### config.mk
export PLATFORM = sky130hd
export DESIGN_NAME = seg_xlat
export DESIGN_NICKNAME = d
export VERILOG_FILES = /design/src/rtl/seg_xlat_pkg.sv /design/src/rtl/sel_decode.sv /design/src/rtl/seg_bank.sv /design/src/rtl/lin_adder.sv /design/src/rtl/seg_xlat.sv
export SDC_FILE = /design/constraint.sdc
export NUM_CORES = 1
export LEC_CHECK = 0
export BUFFER_PORTS_ARGS = -buffer_cell sky130_fd_sc_hd__buf_2
export CORE_MARGIN = 2
export CORE_UTILIZATION = 40
export DETAILED_ROUTE_END_ITERATION = 8
export SKIP_CTS_REPAIR_TIMING = 1
export SLEW_MARGIN = 25
export SYNTH_ARGS = -nofsm -noshare
export SYNTH_HDL_FRONTEND = slang
export SYNTH_SLANG_ARGS = --single-unit
### constraint.sdc
create_clock -name clk -period 9.4 [get_ports clk]
set_input_delay 0.94 -clock clk [delete_from_list [all_inputs] [get_ports clk]]
set_output_delay 0.94 -clock clk [all_outputs]
set_load 0.02 [all_outputs]
### src/rtl/seg_xlat_pkg.sv
package seg_xlat_pkg;
  typedef enum logic [1:0] {
    LD_IDLE = 2'd0,
    LD_REQ  = 2'd1,
    LD_WAIT = 2'd2
  } ld_state_e;
endpackage

### src/rtl/sel_decode.sv
module sel_decode #(
  parameter int AW = 32,
  parameter int SW = 16
) (
  input  logic [SW-1:0] sel,
  input  logic [AW-1:0] gdt_base,
  input  logic [AW-1:0] ldt_base,
  output logic [AW-1:0] desc_addr
);
  localparam int IW = SW - 3;

  logic [IW-1:0] idx;
  logic          tbl_local;
  logic [AW-1:0] tbl_base;
  logic [AW-1:0] byte_off;

  always_comb begin
    idx       = sel[SW-1:3];
    tbl_local = sel[2];
    tbl_base  = tbl_local ? ldt_base : gdt_base;
    byte_off  = AW'({idx, 3'b000});
    desc_addr = tbl_base + byte_off;
  end
endmodule

### src/rtl/seg_bank.sv
module seg_bank #(
  parameter int NREG = 4,
  parameter int AW   = 32,
  parameter int SW   = 16,
  localparam int RW  = $clog2(NREG)
) (
  input  logic          clk,
  input  logic          rst_n,
  input  logic          sel_we,
  input  logic [RW-1:0] sel_idx,
  input  logic [SW-1:0] sel_wdata,
  input  logic          base_we,
  input  logic [RW-1:0] base_idx,
  input  logic [AW-1:0] base_wdata,
  input  logic [RW-1:0] rd_idx,
  output logic [SW-1:0] rd_sel,
  input  logic [RW-1:0] ref_idx,
  output logic [AW-1:0] ref_base
);
  logic [SW-1:0] sel_q  [NREG];
  logic [AW-1:0] base_q [NREG];

  for (genvar g = 0; g < NREG; g++) begin : g_seg
    logic sel_en;
    logic base_en;
    assign sel_en  = sel_we  && (sel_idx  == RW'(g));
    assign base_en = base_we && (base_idx == RW'(g));

    always_ff @(posedge clk or negedge rst_n) begin
      if (!rst_n) begin
        sel_q[g] <= '0;
      end else if (sel_en) begin
        sel_q[g] <= sel_wdata;
      end
    end

    always_ff @(posedge clk or negedge rst_n) begin
      if (!rst_n) begin
        base_q[g] <= '0;
      end else if (base_en) begin
        base_q[g] <= base_wdata;
      end
    end
  end

  assign rd_sel   = sel_q[rd_idx];
  assign ref_base = base_q[ref_idx];
endmodule

### src/rtl/lin_adder.sv
module lin_adder #(
  parameter int AW = 32
) (
  input  logic          clk,
  input  logic          rst_n,
  input  logic          in_valid,
  input  logic [AW-1:0] base,
  input  logic [AW-1:0] off,
  output logic          out_valid,
  output logic [AW-1:0] out_addr
);
  logic [AW-1:0] sum_d;

  always_comb sum_d = base + off;

  always_ff @(posedge clk or negedge rst_n) begin
    if (!rst_n) begin
      out_valid <= 1'b0;
    end else begin
      out_valid <= in_valid;
    end
  end

  always_ff @(posedge clk or negedge rst_n) begin
    if (!rst_n) begin
      out_addr <= '0;
    end else if (in_valid) begin
      out_addr <= sum_d;
    end
  end
endmodule

### src/rtl/seg_xlat.sv
module seg_xlat
  import seg_xlat_pkg::*;
#(
  parameter int NREG = 4,
  parameter int AW   = 32,
  parameter int SW   = 16,
  localparam int RW  = $clog2(NREG)
) (
  input  logic          clk,
  input  logic          rst_n,
  input  logic [AW-1:0] gdt_base,
  input  logic [AW-1:0] ldt_base,
  input  logic          ld_valid,
  input  logic [RW-1:0] ld_reg,
  input  logic [SW-1:0] ld_sel,
  output logic          ld_ready,
  input  logic [RW-1:0] rd_reg,
  output logic [SW-1:0] rd_sel,
  output logic          mem_req,
  output logic [AW-1:0] mem_addr,
  input  logic          mem_rvalid,
  input  logic [AW-1:0] mem_rdata,
  input  logic          ref_valid,
  input  logic [RW-1:0] ref_reg,
  input  logic [AW-1:0] ref_off,
  output logic          ref_ready,
  output logic          lin_valid,
  output logic [AW-1:0] lin_addr
);
  // reset: asserted asynchronously, released on the clock
  logic [1:0] rsync_q;
  logic       rst_s_n;

  always_ff @(posedge clk or negedge rst_n) begin
    if (!rst_n) begin
      rsync_q <= 2'b00;
    end else begin
      rsync_q <= {rsync_q[0], 1'b1};
    end
  end
  assign rst_s_n = rsync_q[1];

  ld_state_e     state_q, state_d;
  logic [RW-1:0] pend_q,  pend_d;
  logic [AW-1:0] addr_q,  addr_d;
  logic [AW-1:0] desc_addr;
  logic [AW-1:0] ref_base;
  logic          ld_fire, rsp_fire, ref_fire, in_flight;

  sel_decode #(.AW(AW), .SW(SW)) i_dec (
    .sel       (ld_sel),
    .gdt_base  (gdt_base),
    .ldt_base  (ldt_base),
    .desc_addr (desc_addr)
  );

  always_comb begin
    in_flight = (state_q != LD_IDLE);
    ld_ready  = rst_s_n && !in_flight;
    ref_ready = rst_s_n && !(in_flight && (pend_q == ref_reg));
    ld_fire   = ld_valid && ld_ready;
    rsp_fire  = mem_rvalid && in_flight;
    ref_fire  = ref_valid && ref_ready;
  end

  // next-state logic
  always_comb begin
    state_d = state_q;
    pend_d  = pend_q;
    addr_d  = addr_q;
    unique case (state_q)
      LD_IDLE: if (ld_fire) begin
        state_d = LD_REQ;
        pend_d  = ld_reg;
        addr_d  = desc_addr;
      end
      LD_REQ:  state_d = rsp_fire ? LD_IDLE : LD_WAIT;
      LD_WAIT: if (rsp_fire) state_d = LD_IDLE;
      default: state_d = LD_IDLE;
    endcase
  end

  always_ff @(posedge clk or negedge rst_s_n) begin
    if (!rst_s_n) begin
      state_q <= LD_IDLE;
      pend_q  <= '0;
      addr_q  <= '0;
    end else begin
      state_q <= state_d;
      pend_q  <= pend_d;
      addr_q  <= addr_d;
    end
  end

  assign mem_req  = (state_q == LD_REQ);
  assign mem_addr = addr_q;

  seg_bank #(.NREG(NREG), .AW(AW), .SW(SW)) i_bank (
    .clk        (clk),
    .rst_n      (rst_s_n),
    .sel_we     (ld_fire),
    .sel_idx    (ld_reg),
    .sel_wdata  (ld_sel),
    .base_we    (rsp_fire),
    .base_idx   (pend_q),
    .base_wdata (mem_rdata),
    .rd_idx     (rd_reg),
    .rd_sel     (rd_sel),
    .ref_idx    (ref_reg),
    .ref_base   (ref_base)
  );

  lin_adder #(.AW(AW)) i_add (
    .clk       (clk),
    .rst_n     (rst_s_n),
    .in_valid  (ref_fire),
    .base      (ref_base),
    .off       (ref_off),
    .out_valid (lin_valid),
    .out_addr  (lin_addr)
  );
endmodule

==> results of run 1 <==
kinds of logic (layout without fill, tap and decap cells):
group / after synthesis / count (layout)
buffers and inverters: 64 / 309
muxes: 271 / 271
adders and majority gates: 46 / 46
xor gates and xnor gates: 54 / 54
AOI/OAI and AO/OA: 200 / 200
and+or+nand+nor: 203 / 203
other: 1 / 2
DFF: 263 / 263
stage by stage:
stage / utilization / std cells / area (um^2)
5_1_grt: 0.484 / 1796 / 16300
4_1_cts: 0.484 / 1795 / 16300
3_5_place_dp: 0.457 / 1744 / 15400
2_1_floorplan: - / 1102 / 13800
3_3_place_gp: 0.457 / 1744 / 15400
6_report: 0.484 / 1796 / 16300
cell type report:
cell class / instances / area [um^2]
clock inverter: 9 / 78.8
clock buffer: 42 / 827
tap: 448 / 561
sequential: 263 / 6590
antenna: 1 / 2.50
multi-input combinational: 775 / 6930
timing repair buffer: 248 / 1280
fill: 3099 / 17400
inverter: 10 / 37.5
flip-flops by register name, indices dropped and copies added (netlist names):
signal           cells
i_bank.sel_q        64
rsync_q              2
state_q              2
i_bank.base_q      128
i_add.out_addr      32
i_add.out_valid      1
mem_addr            32
pend_q               2
layer usage:
layer,wire (um),up-vias
met3,1920,50
met5,16,-
met4,676,2
li1,-,4522
met2,15900,257
met1,15500,4706
how the worst min path moves through the flow:
stage and end:
2_1_floorplan rsync_q[1]$_DFF_PN0_, 3_3_place_gp rsync_q[1]$_DFF_PN0_, 3_5_place_dp rsync_q[1]$_DFF_PN0_, 4_1_cts rsync_q[1]$_DFF_PN0_
5_1_grt rsync_q[1]$_DFF_PN0_, 6_report rsync_q[1]$_DFF_PN0_
power breakdown:
| part | leakage, nW | internal (mW) | total, mW | switching (mW) |
|---|---|---|---|---|
| sequential | 3.22 | 1.59 | 1.82 | 0.223 |
| combinational | 3.78 | 0.897 | 1.83 | 0.937 |
| clock | 0.439 | 0.635 | 1.10 | 0.465 |
| total | 7.44 | 3.13 | 4.75 | 1.63 |
synth_stat cells, types with 11 or more instances:
library cell | instances | share of area
nand3_1 | 11 | 0.0040
xor2_1 | 18 | 0.011
xnor2_1 | 36 | 0.023
mux4_2 | 48 | 0.079
clkbuf_1 | 34 | 0.0093
dfrtp_1 | 263 | 0.48
ha_1 | 44 | 0.040
o21ai_0 | 65 | 0.024
nand2_1 | 92 | 0.025
a21o_1 | 22 | 0.012
nor2_1 | 30 | 0.0082
nor3_1 | 17 | 0.0062
mux2i_1 | 12 | 0.0087
mux2_2 | 211 | 0.17
a21oi_1 | 47 | 0.017
worst reg2reg max path, stage by stage, from the launching register on:
cell and delay (ns):
dfrtp_4 0.83, and2_1 0.34, nand2_1 0.08, buf_4 0.28, inv_2 0.40, nand3_1 0.75, mux2_2 0.55
==> impl_results.md, run 1 <==
* Status: complete, no violations
* Die ar. at 35900 um^2
* Tightest Hold Check Type: in2async
* H-tree Lvls at 1
* Ys async rst share at 1.00
* R2R Path Start: rsync_q[1]$_DFF_PN0_
* Initial antenna violation count at 3
* TritonCTS clock tree: done
* Leakage at 7.44 nW
* DP Worst Slack at 4.84 ns
* Critical Path Fanout Max at 33
* Clock Path Buffers at 3
* Total GRT Usage at 0.189
* Post-Synthesis Cells at 1102
* Crit path max-delay family: compound AO/OA/AOI/OAI gates
* First-pass GRT wire length at 54000 um
* Rel. slew slack at 0.360
* Initial Util at 0.408
* PwrDens at 292 nW/um^2
* Crit. Startpoint: ref_reg[0]
* R2r setup slk at 6.06 ns
* Vias in the first global route at 9832
* Post-Synth Adder-Cell Area at 0.0429
* Yosys cell types at 66
* Synth-to-Final Area Change at 18.4%
* DR WL/cell at 18.9 um
* Most frequent cells in the layout: 262 x dfrtp_1, 238 x buf_2, 211 x mux2_2
* DR vias/cell at 5.31
* Final TNS setup at 0 ns
* Register area share after synthesis at 0.478
* FP Rows at 67
* Clock-pin slew on the worst setup and hold paths at 0.06 ns
* Syn_area_per_cell at 12.5 um^2
* Detailed Route WL at 34000 um
* Gpl congestion at 0.876
* RSZ-0062 raised after global routing: no
* Most common cell after layout, fill and taps aside: dfrtp_1
* Mux contribution to synthesized area at 0.260
* TritonCTS Buffers at 30
* WP data required at 9.80 ns
* Post-route ant nets at 0
* Width of the die at 189 um
* Met3 GRT Util at 0.0356
* Gr ovfl total at 0
* Post-synthesis compound-gate area fraction at 0.0935
* Gr busiest metal: met2
* Met1 Use GR at 0.255
* Ys flop type: dfrtp_1
* DRC Markers at 0
* Crit path to: i_add.out_addr[16]$_DFFE_PN0P_
* Worst EP arrival at 4.36 ns
* DRT Pass-1 Iters at 4
* I/O Pins at 239
* Final nets at 1529
* Crit path cell chain: buf_2 > buf_4 > mux4_2 > ha_1 > fa_1 > a21oi_2 > o21a_1 > o211ai_2 > a22o_2 > or4_1 > a31oi_1 > xnor2_1 > o21ai_1
* Final hold vios at 0
* Final setup margin at 5.44 ns
* Total Power at 4.75 mW
* DR iter-0 viols at 313
* Largest net degree at the start of global routing at 155
* Layout cells sized above 1 at 0.425
* Flops & latches, synth at 263
* Core Region at 33700 um^2
* Largest family of logic cells by synthesized area: multiplexers
* Yosys warning count at 0
* Final HPWL from detailed placement at 23900 um
* Cell Area, Synth at 13800 um^2
* Fin Clk Skew at 0.00708 ns
* Clock sink total at 263
* Fmax at 252 MHz
* Slew Limit Fails at 0
* Post-synth net total at 1303
* Crit share post-route at 0.422
* PortBufs at 238
* WHS at 0.163 ns
* Final min period at 3.96 ns
* Clk root buf: clkbuf_16
* Crit path kind: in2reg
* WP buf/inv at 2
* Grt met2 use at 0.318
* WP depth at 13
* DIE HEIGHT at 189 um
* CP max stage delay at 0.59 ns
* Max cap viols at 0
* Worst skew pair latency at 0.55 ns
* Xor/xnor share of the synthesized area at 0.0344
* Worst VDD drop at 0.000147 V
* Via count at 9537
* Post-synth EDFFs at 0
* Worst path slowest cell: mux4_2
* CP Launch Type: primary input
* R2R Path End: i_bank.sel_q[13]$_DFFE_PN0P_
* Critical Path End Type: register
* # setup viols final at 0
* Post-synthesis simple-gate area fraction at 0.0695
* Worst-margin pin slew at 0.956 ns
* Worst R2R Path Depth at 6
(Power assumes the default switching activity.)
==> inputs of run 2 (changes only) <==
--- a/config.mk
+++ b/config.mk
@@ -5,6 +5,7 @@
 export SDC_FILE = /design/constraint.sdc
 export NUM_CORES = 1
 export LEC_CHECK = 0
+export ABC_AREA = 1
 export BUFFER_PORTS_ARGS = -buffer_cell sky130_fd_sc_hd__buf_2
 export CORE_MARGIN = 2
 export CORE_UTILIZATION = 40
==> constraint.sdc (replaced) <==
create_clock -name clk -period 3.4 [get_ports clk]
set_input_delay 0.34 -clock clk [delete_from_list [all_inputs] [get_ports clk]]
set_output_delay 0.34 -clock clk [all_outputs]
set_load 0.02 [all_outputs]
==> run 2 against run 1 <==
Compared with the run above: core utilization shrank 0.34 points; combinational power grew 130%; power grew to 2.6 times the previous value; sequential power grew to 2.7 times the previous value; final area grew 7.9%; clock skew grew 0.015 ns; via count grew 41%.
==> impl_results.md, run 2 <==
* Gr busiest metal: met2
* CP Launch Type: register
* Syn_area_per_cell at 7.63 um^2 (-39%)
* Layout cells sized above 1 at 0.176 (-0.249)
* Met1 Use GR at 0.299 (+0.0433)
* Clock-pin slew on the worst setup and hold paths at 0.06 ns (about the same)
* Crit path max-delay family: simple AND/OR/NAND/NOR gates
* Ys async rst share at 1.00 (unchanged)
* RSZ-0062 raised after global routing: no
* Vias in the first global route at 13400 (+36%)
* Post-Synthesis Cells at 1944 (+76%)
* Max reg flops at 128 (unchanged)
* Slew Limit Fails at 0 (unchanged)
* Gr ovfl total at 0 (unchanged)
* Clock sink total at 263 (unchanged)
* Clk root buf: clkbuf_16
* PortBufs at 238 (unchanged)
* Register area share after synthesis at 0.444 (-0.0346)
* Fin cells at 2650 (+48%)
* DIE HEIGHT at 197 um (+3.7%)
* Final min period at 2.48 ns
* Max cap viols at 0 (unchanged)
* Crit path kind: reg2reg
* Most common cell after layout, fill and taps aside: nand2_1
* Top post-synthesis cells by count: 650 x nand2_1, 263 x dfrtp_1, 255 x o21ai_0
* First-pass GRT wire length at 69300 um (+28%)
* Detailed Route WL at 43000 um (+27%)
* Top-count cell post-synth: nand2_1
* R2R Path End: i_add.out_addr[30]$_DFFE_PN0P_
* Crit path cell chain: o21ai_0 > o22ai_1 > ha_1 > fa_1 > nand3_1 > nand3_1 > nand2_1 > nand2_1 > nand2_1 > nand2_1 > nand2_1 > nand3_1 > nand3_1 > nand2_1
* PwrDens at 714 nW/um^2 (+140%)
* TritonCTS clock tree: done
* Initial antenna violation count at 3 (unchanged)
* Post-Place Cells at 2592 (+49%)
* Worst R2R Path Depth at 14 (+8)
* Combinational share of power at 0.328 (-0.058)
* Post-layout instance area at 17600 um^2 (+7.9%)
* Leakage at 9.26 nW (+24%)
* Fillers at 3681 (+19%)
* Area after DPL at 16500 um^2 (+7.1%)
* Final hold vios at 0 (unchanged)
* Fmax at 404 MHz
* Top Registers: i_bank.base_q: 128 flops, i_bank.sel_q: 64 flops
* DR vias/cell at 5.08 (-4.3%)
* R2r setup slk at 0.92 ns (-5.14 ns)
* Post-synth EDFFs at 0 (unchanged)
* R2R Path Start: i_bank.base_q[64]$_DFFE_PN0P_
* DRC Markers at 0 (unchanged)
* Worst path slowest cell: fa_1
* Int Pwr at 8.08 mW (+160%)
* Final nets at 2358 (+54%)
* DR WL/cell at 16.2 um (-14%)
* Hold endpoint: state_q[1]$_DFFE_PN0P_
* H-tree Lvls at 1 (unchanged)
* Ys flop type: dfrtp_1
* Final HPWL from detailed placement at 31200 um (+31%)
* DRT Pass-1 Iters at 5 (+1)
* FF+latch area at 6590 um^2 (unchanged)
* Top-area cell type share of the netlist area at 0.444 (-0.0346)
* Clock Path Buffers at 3 (unchanged)
* DR iter-0 viols at 890 (+180%)
* Status: complete, no violations
* Die ar. at 38600 um^2 (+7.6%)
* Core Region at 36600 um^2 (+8.6%)
* Synth top area cells: dfrtp_1 44%, nand2_1 16%, o21ai_0 8.6%
* Largest net degree at the start of global routing at 162 (+4.5%)
* Most frequent cells in the layout: 650 x nand2_1, 262 x dfrtp_1, 255 x o21ai_0
* Final setup margin at 0.923 ns (-4.51 ns)
* Initial Util at 0.405 (-0.00314)
* I/O Pins at 239 (unchanged)
* Worst EP arrival at 2.94 ns (-1.42 ns)
* DP Worst Slack at 0.492 ns (-4.34 ns)
* Hold-critical path depth at 4
* Worst skew pair latency at 0.58 ns (+0.03 ns)
* Clock power frac at 0.278 (+0.046)
* Gpl congestion at 0.928 (+6.0%)
* Worst-margin pin slew at 1.01 ns (+0.0495 ns)
* Crit share post-route at 0.728
* Switch share at 0.356 (+0.0143)
* Width of the die at 197 um (+3.7%)
* Finished Core Util at 0.480 (-0.00342)
* Worst VDD drop at 0.000413 V (+180%)
* P_sw at 4.47 mW (+180%)
* WP data required at 3.86 ns (-5.94 ns)
* Cell Area, Synth at 14800 um^2 (+7.8%)
* Yosys top cell by area: dfrtp_1
* Flops & latches, synth at 263 (unchanged)
* Sequential share of power at 0.394 (+0.012)
* WP buf/inv at 0 (-2)
* Multi-input gate area at 7260 um^2 (+4.8%)
* Total GRT Usage at 0.224 (+0.0351)
* Yosys warning count at 0 (unchanged)
* # setup viols final at 0 (unchanged)
* Critical Path Fanout Max at 4 (-88%)
* Top cell by count, worst path: nand2_1
* Synth-to-Final Area Change at 18.5% (about the same)
* Post-synth net total at 2145 (+65%)
* Via count at 13500 (+41%)
* Hold path start: mem_rvalid
* Rel. slew slack at 0.329 (-0.0315)
* Total Power at 12.6 mW (+160%)
* CP max stage delay at 0.47 ns (-0.12 ns)
* Fin Clk Skew at 0.0219 ns (+0.0148 ns)
* Grt met2 use at 0.373 (+0.0546)
* TritonCTS Buffers at 30 (unchanged)
* Post-route ant nets at 0 (unchanged)
* Critical Path End Type: register
* Yosys cell types at 43 (-35%)
* Biggest register: i_bank.base_q
* FP Rows at 70 (+4.5%)
* Met3 GRT Util at 0.0418 (+0.00616)
* Tightest Hold Check Type: in2reg
run 2: changes by cell type in the layout (fill, tap and decap cells not counted), sizes merged, moves of 17 or more:
| cell | change |
|---|---|
| a21o | -23 |
| inv | +163 |
| mux2 | -151 |
| mux4 | -48 |
| nand2 | +561 |
| nand3 | +63 |
| nor2 | +149 |
| o21ai | +188 |
| o22ai | +46 |
| xor2 | -17 |
run 2: final cells by class:
class,instances,share of cell area
multi-input cells,1430,0.413
clock inverters,9,0.00847
well taps,468,0.0333
diodes,1,0.000142
flip-flops and latches,263,0.375
clock buffers,47,0.0532
inverters,175,0.0376
repair buffers,257,0.0798
run 2: power groups by stage:
stage	Sequential [mW]	Clock [mW]	Combinational, mW
after floorplan	5.20	0	2.59
after global placement	4.97	0	4.07
after global routing	5.10	3.72	4.68
after detailed placement	4.98	0	4.13
final	4.95	3.49	4.12
after CTS	4.95	3.60	4.15
run 2: worst reg2reg max path: cells and delay by family (launching register included):
kind | cells | cell delay [ns]
simple gates | 10 | 0.99
fa+ha+maj | 2 | 0.72
flops | 1 | 0.37
compound gates | 2 | 0.27
run 2: layer usage:
metal	routed length [um]	share of wire	vias to the layer above
li1	-	-	6713
met1	19400	0.45	6265
met2	19700	0.46	411
met3	2600	0.060	75
met4	1290	0.030	4
met5	26	0.00060	-
run 2: cells by family after synthesis:
kind of cell,synth area share
xor+xnor,0.0136
flops,0.444
other cells,0.000253
fa+ha+maj,0.0398
mux,0.0496
buf+inv,0.0684
compound gates,0.123
simple gates,0.262
run 2: how the worst max path moves through the flow:
stage                                        startpoint                             end  cells after the start
after floorplan                    rsync_q[1]$_DFF_PN0_    i_bank.sel_q[10]$_DFFE_PN0P_                      8
after global placement                       ref_reg[0]  i_add.out_addr[30]$_DFFE_PN0P_                     17
after detailed placement                     ref_reg[0]  i_add.out_addr[30]$_DFFE_PN0P_                     17
after CTS                 i_bank.base_q[64]$_DFFE_PN0P_  i_add.out_addr[30]$_DFFE_PN0P_                     14
after global routing      i_bank.base_q[75]$_DFFE_PN0P_  i_add.out_addr[21]$_DFFE_PN0P_                     13
final                     i_bank.base_q[64]$_DFFE_PN0P_  i_add.out_addr[30]$_DFFE_PN0P_                     14
run 2: per-stage QoR:
step	TNS [ns]	hold WS, ns
after floorplan	-20.59	0.0444
after global placement	0	0.127
after detailed placement	0	0.129
after CTS	0	-0.481
after global routing	0	0.0337
final	0	0.0224
